[src/rtl/por_pkg.sv]
package por_pkg;

  typedef enum logic [1:0] {
    ST_RESET = 2'd0,
    ST_WAIT  = 2'd1,
    ST_LATCH = 2'd2,
    ST_RUN   = 2'd3
  } por_state_t;

  // True on the last tick of a settle window of n clock periods.
  function automatic logic settle_last(input int unsigned cnt, input int unsigned n);
    return cnt == (n - 1);
  endfunction

  // Edge index (counted from supply-good rising) at which the core reset releases.
  function automatic int unsigned release_edge(input int unsigned stages, input int unsigned settle);
    return stages + 1 + settle;
  endfunction

endpackage

[src/rtl/por_sync.sv]
module por_sync #(
  parameter int unsigned STAGES = 2
) (
  input  logic clk,
  input  logic async_in,
  output logic sync_out
);
  logic [STAGES-1:0] q;

  for (genvar i = 0; i < STAGES; i++) begin : g_stage
    if (i == 0) begin : g_first
      always_ff @(posedge clk or negedge async_in) begin
        if (!async_in) q[i] <= 1'b0;
        else           q[i] <= 1'b1;
      end
    end else begin : g_rest
      always_ff @(posedge clk or negedge async_in) begin
        if (!async_in) q[i] <= 1'b0;
        else           q[i] <= q[i-1];
      end
    end
  end

  assign sync_out = q[STAGES-1];
endmodule

[src/rtl/por_seq.sv]
module por_seq
  import por_pkg::*;
#(
  parameter int unsigned SETTLE_CYCLES = 8,
  localparam int unsigned CNT_W = $clog2(SETTLE_CYCLES + 1)
) (
  input  logic       clk,
  input  logic       pwr_good_async,
  input  logic       sync_good,
  output por_state_t state,
  output logic       latch_pulse,
  output logic       wait_done
);
  por_state_t       state_q, state_d;
  logic [CNT_W-1:0] cnt_q, cnt_d;

  assign wait_done = (state_q == ST_WAIT) && settle_last(32'(cnt_q), SETTLE_CYCLES);

  always_comb begin
    state_d = state_q;
    cnt_d   = cnt_q;
    unique case (state_q)
      ST_RESET: begin
        cnt_d = '0;
        if (sync_good) state_d = ST_WAIT;
      end
      ST_WAIT: begin
        if (wait_done) state_d = ST_LATCH;
        else           cnt_d   = cnt_q + CNT_W'(1);
      end
      ST_LATCH: state_d = ST_RUN;
      ST_RUN:   state_d = ST_RUN;
      default:  state_d = ST_RESET;
    endcase
    if (!sync_good) begin
      state_d = ST_RESET;
      cnt_d   = '0;
    end
  end

  always_ff @(posedge clk or negedge pwr_good_async) begin
    if (!pwr_good_async) begin
      state_q <= ST_RESET;
      cnt_q   <= '0;
    end else begin
      state_q <= state_d;
      cnt_q   <= cnt_d;
    end
  end

  assign state       = state_q;
  assign latch_pulse = (state_q == ST_LATCH);
endmodule

[src/rtl/por_cfg_reg.sv]
module por_cfg_reg #(
  parameter int unsigned GAIN_W = 2,
  parameter int unsigned FREQ_W = 3
) (
  input  logic              clk,
  input  logic              pwr_good_async,
  input  logic              capture,
  input  logic [GAIN_W-1:0] gain_pins,
  input  logic [FREQ_W-1:0] freq_pins,
  input  logic              hpf_pin,
  output logic [GAIN_W-1:0] gain_cfg,
  output logic [FREQ_W-1:0] freq_cfg,
  output logic              hpf_cfg
);
  always_ff @(posedge clk or negedge pwr_good_async) begin
    if (!pwr_good_async) begin
      gain_cfg <= '0;
      freq_cfg <= '0;
      hpf_cfg  <= 1'b0;
    end else if (capture) begin
      gain_cfg <= gain_pins;
      freq_cfg <= freq_pins;
      hpf_cfg  <= hpf_pin;
    end
  end
endmodule

[src/rtl/por_cfg_latch.sv]
module por_cfg_latch
  import por_pkg::*;
#(
  parameter int unsigned SETTLE_CYCLES = 8,
  parameter int unsigned SYNC_STAGES   = 2,
  parameter int unsigned GAIN_W        = 2,
  parameter int unsigned FREQ_W        = 3
) (
  input  logic              clk,
  input  logic              pwr_good_async,
  input  logic [GAIN_W-1:0] gain_pins,
  input  logic [FREQ_W-1:0] freq_pins,
  input  logic              hpf_pin,
  output logic              core_rst_n,
  output logic              meas_en,
  output logic [GAIN_W-1:0] gain_cfg,
  output logic [FREQ_W-1:0] freq_cfg,
  output logic              hpf_cfg
);
  logic       sync_good;
  por_state_t state;
  logic       latch_pulse;
  logic       wait_done;

  por_sync #(.STAGES(SYNC_STAGES)) u_sync (
    .clk      (clk),
    .async_in (pwr_good_async),
    .sync_out (sync_good)
  );

  por_seq #(.SETTLE_CYCLES(SETTLE_CYCLES)) u_seq (
    .clk            (clk),
    .pwr_good_async (pwr_good_async),
    .sync_good      (sync_good),
    .state          (state),
    .latch_pulse    (latch_pulse),
    .wait_done      (wait_done)
  );

  por_cfg_reg #(.GAIN_W(GAIN_W), .FREQ_W(FREQ_W)) u_cfg (
    .clk            (clk),
    .pwr_good_async (pwr_good_async),
    .capture        (latch_pulse),
    .gain_pins      (gain_pins),
    .freq_pins      (freq_pins),
    .hpf_pin        (hpf_pin),
    .gain_cfg       (gain_cfg),
    .freq_cfg       (freq_cfg),
    .hpf_cfg        (hpf_cfg)
  );

  assign core_rst_n = (state == ST_LATCH) || (state == ST_RUN);
  assign meas_en    = (state == ST_RUN);
endmodule

[config.mk]
export PLATFORM = sky130hd
export DESIGN_NAME = por_cfg_latch
export DESIGN_NICKNAME = d
export VERILOG_FILES = /design/src/rtl/por_pkg.sv /design/src/rtl/por_sync.sv /design/src/rtl/por_seq.sv /design/src/rtl/por_cfg_reg.sv /design/src/rtl/por_cfg_latch.sv
export SDC_FILE = /design/constraint.sdc
export NUM_CORES = 1
export LEC_CHECK = 0
export CORE_MARGIN = 10
export CORE_UTILIZATION = 25
export CTS_CLUSTER_SIZE = 14
export DETAILED_ROUTE_END_ITERATION = 7
export MAX_ROUTING_LAYER = met4
export PLACE_DENSITY_LB_ADDON = 0.12
export SETUP_SLACK_MARGIN = 0.15
export SYNTH_ARGS = -nofsm -noshare
export SYNTH_HDL_FRONTEND = slang
export SYNTH_SLANG_ARGS = --single-unit
[constraint.sdc]
create_clock -name clk -period 2.1 [get_ports clk]
set_clock_uncertainty 0.2 [all_clocks]
set_input_delay 0.42 -clock clk [delete_from_list [all_inputs] [get_ports clk]]
set_output_delay 0.42 -clock clk [all_outputs]
set_load 0.01 [all_outputs]
==> summary.txt <==
GRT
  – Total track usage: 0.0594
  – First-pass GRT wire length: 2010 µm
  – Initial antenna violation count: 0
  – Vias in the first global route: approximately 440
  – Largest net degree at the start of global routing: 15
  – Total congestion overflow: 0

CTS
  – Clock root buffer: clkbuf_4
  – Skew-Pair Late Insertion Delay: 280 ps
  – CTS tree: yes
  – CTS Buffer Depth: 2
  – Worst-path clk slew: about 80 ps
  – Clock Sinks: 14
  – Post-CTS Hold Fix Bufs: 0
  – Num CTS Buffers: 3
  – Htree depth: 1

STA
  – Fin. max-slew vios: 0
  – Period utilization: 0.863
  – RSZ-0062 raised after global routing: no
  – Final hold violation count: 0
  – Fin crit period: 1810 ps
  – Fmax: about 550 MHz
  – Fin Setup TNS: 0 ps
  – Final setup violation count: 0

Route
  – TritonRoute pass-1 iters: 4
  – Post-route ant nets: 0
  – Final WL: 1220 µm
  – Vias per cell: approximately 4.4
  – Detailed-route wire length per cell: 12.6 µm
  – Via total after detailed routing: 427
  – Starting DRC count in detailed routing: 14
  – Residual DRC: 0

Finish
  – Number of fill cells: 246
  – Final net count: 79
  – Layout cells sized above 1: 0.217
  – Final core utilization: 0.364
  – Area growth syn-to-layout: 37.2%
  – # diodes: 0

Synthesis
  – Mean Syn Cell Area: 11.7 µm²
  – Synth top area share: 0.586
  – Post-synth design cell area: 598 µm²
  – Seq cells post-synth: 14
  – Library cells used by synthesis: 22
  – Mapped Nets: 60
  – Seq/Total Area, Yosys: 0.586
  – Yosys warnings: 0
  – Synth area leader: dfrtp_1
  – Mapped Cells: 51
  – Top cells by area, synth: dfrtp_1, mux2_2, a21oi_1

Pwr
  – Peak supply drop: 0.291 mV
  – Leakage Power: 0.345 nW
  – Pwr dens: 648 nW/µm²

Setup path
  – Biggest fanout along the worst timing path: 3
  – Setup Crit Path Kind: register to output pin
  – Crit path buffers/inverters: 1
  – Worst path slowest cell: clkdlybuf4s50_1
  – Crit. End Element: output pin
  – Data arrival, critical path: 1190 ps
  – Critical path's top delay family: buffers and inverters
  – CP Data Required Time: 1480 ps
  – Crit-path cells: clkdlybuf4s50_1
  – CP peak stage delay: 540 ps
  – CP startpoint kind: register

Die
  – Num rows: 17
  – Core box area: 2250 µm²
  – Die width: just under 70 µm
  – Die area: 4750 µm²
  – Initial Util: 0.265
  – Die Ht: 68.9 µm
  – Io pins: 16

Placement
  – GP Congestion: 0.757
  – I/O Buffers: 15
  – DP HPWL: 900 µm

Run
  – MaxCap Viol Count: 0

Outcome
  – Status: complete, no violations

Worst hold path
  – Hold crit path type: register to register
logic make-up (layout without fill, tap and decap cells):
family,after synthesis,count (layout),share of synthesized area
adders and majority gates,1,1,0.0209
other,1,1,0.00627
muxes,6,6,0.113
buffers and inverters,6,24,0.0502
DFF,14,14,0.586
AOI/OAI and AO/OA,7,7,0.0670
and+or+nand+nor,16,16,0.157
cell usage after synthesis:
cell and n:
nand4_1 2, a21oi_1 4, nand3_1 4, nand3b_1 1, nand2b_1 1, conb_1 1
mux2_2 6, and3b_1 1, nor2b_1 1, and2_1 1, nor3_1 1, nor2_1 1
dfrtp_1 14, o211ai_1 1, nand2_1 2, ha_1 1, or4b_1 1, o22ai_1 1
inv_1 2, buf_6 1, clkbuf_1 3, a31oi_1 1
sequential cells by signal, summed over array words and instances, names as in the netlist:
register         cells
u_sync.sync_out      1
u_seq.state          2
u_sync.q             1
u_cfg.gain_cfg       2
u_seq.cnt_q          4
u_cfg.hpf_cfg        1
u_cfg.freq_cfg       3
placed cells by master, fill, tap and decap left out:
cell type        count
a21oi_1              4
a31oi_1              1
and2_1               1
and3b_1              1
buf_4                3
clkbuf_4             3
clkbuf_8             1
clkdlybuf4s50_1     14
conb_1               1
dfrtp_1             12
dfrtp_2              2
dlygate4sd2_1        1
ha_1                 1
inv_1                2
mux2_2               6
nand2_1              2
nand2b_1             1
nand3_1              4
nand3b_1             1
nand4_1              2
nor2_1               1
nor2b_1              1
nor3_1               1
o211ai_1             1
o22ai_1              1
or4b_1               1
stage by stage:
stage	cell area (µm²)	hold slack [ps]	cells	setup WS (ps)	power, mW
3_5_place_dp	768	146	91	318	0.343
4_1_cts	821	168	97	264	0.543
2_1_floorplan	598	-75.6	51	369	0.307
3_3_place_gp	768	134	91	340	0.343
5_1_grt	821	190	97	171	0.557
6_report	821	165	97	288	0.532
repair_timing:
item | 4_1_cts | 5_1_grt
resized for setup | 3 | 0
setup buffers | 2 | 0
endpoints found under the setup margin | 2 | 0
metal layers:
layer  global-route usage  wire, µm  share of wire
met3               0.0338        80          0.066
met4               0.0148        13          0.011
met2               0.0811       532           0.44
met1               0.0734       594           0.49
met5                    -         0              0
power breakdown:
group	switching (mW)	total, mW	leakage, nW	internal, mW
Clock	0.0890	0.194	0.0210	0.105
Sequential	0.00678	0.287	0.171	0.280
Combinational	0.0189	0.0506	0.153	0.0317
worst paths after layout:
| kind | from | endpoint | slack, ps | cells after the start |
|---|---|---|---|---|
| worst max register to register | u_seq.cnt_q[0] | u_seq.cnt_q[3] | 320 | 4 |
| worst max-delay path | u_seq.state[1] | core_rst_n | 290 | 1 |
| min in group asynchronous | pwr_good_async | u_seq.cnt_q[2] | 240 | 2 |
| max in group asynchronous | pwr_good_async | u_seq.state[1] | 1280 | 2 |
| worst min-delay path | u_sync.q[0] | u_sync.sync_out | 170 | 0 |
| worst min register to register | u_sync.q[0] | u_sync.sync_out | 170 | 0 |
area by class of cell:
type | instances | area, µm² | area share
Sequential cell | 14 | 353 | 0.430
Multi-Input combinational cell | 31 | 218 | 0.265
Timing Repair Buffer | 18 | 171 | 0.209
Clock buffer | 4 | 36.3 | 0.0442
Tap cell | 28 | 35.0 | 0.0427
Inverter | 2 | 7.51 | 0.00915
(Power assumes the default switching activity.)
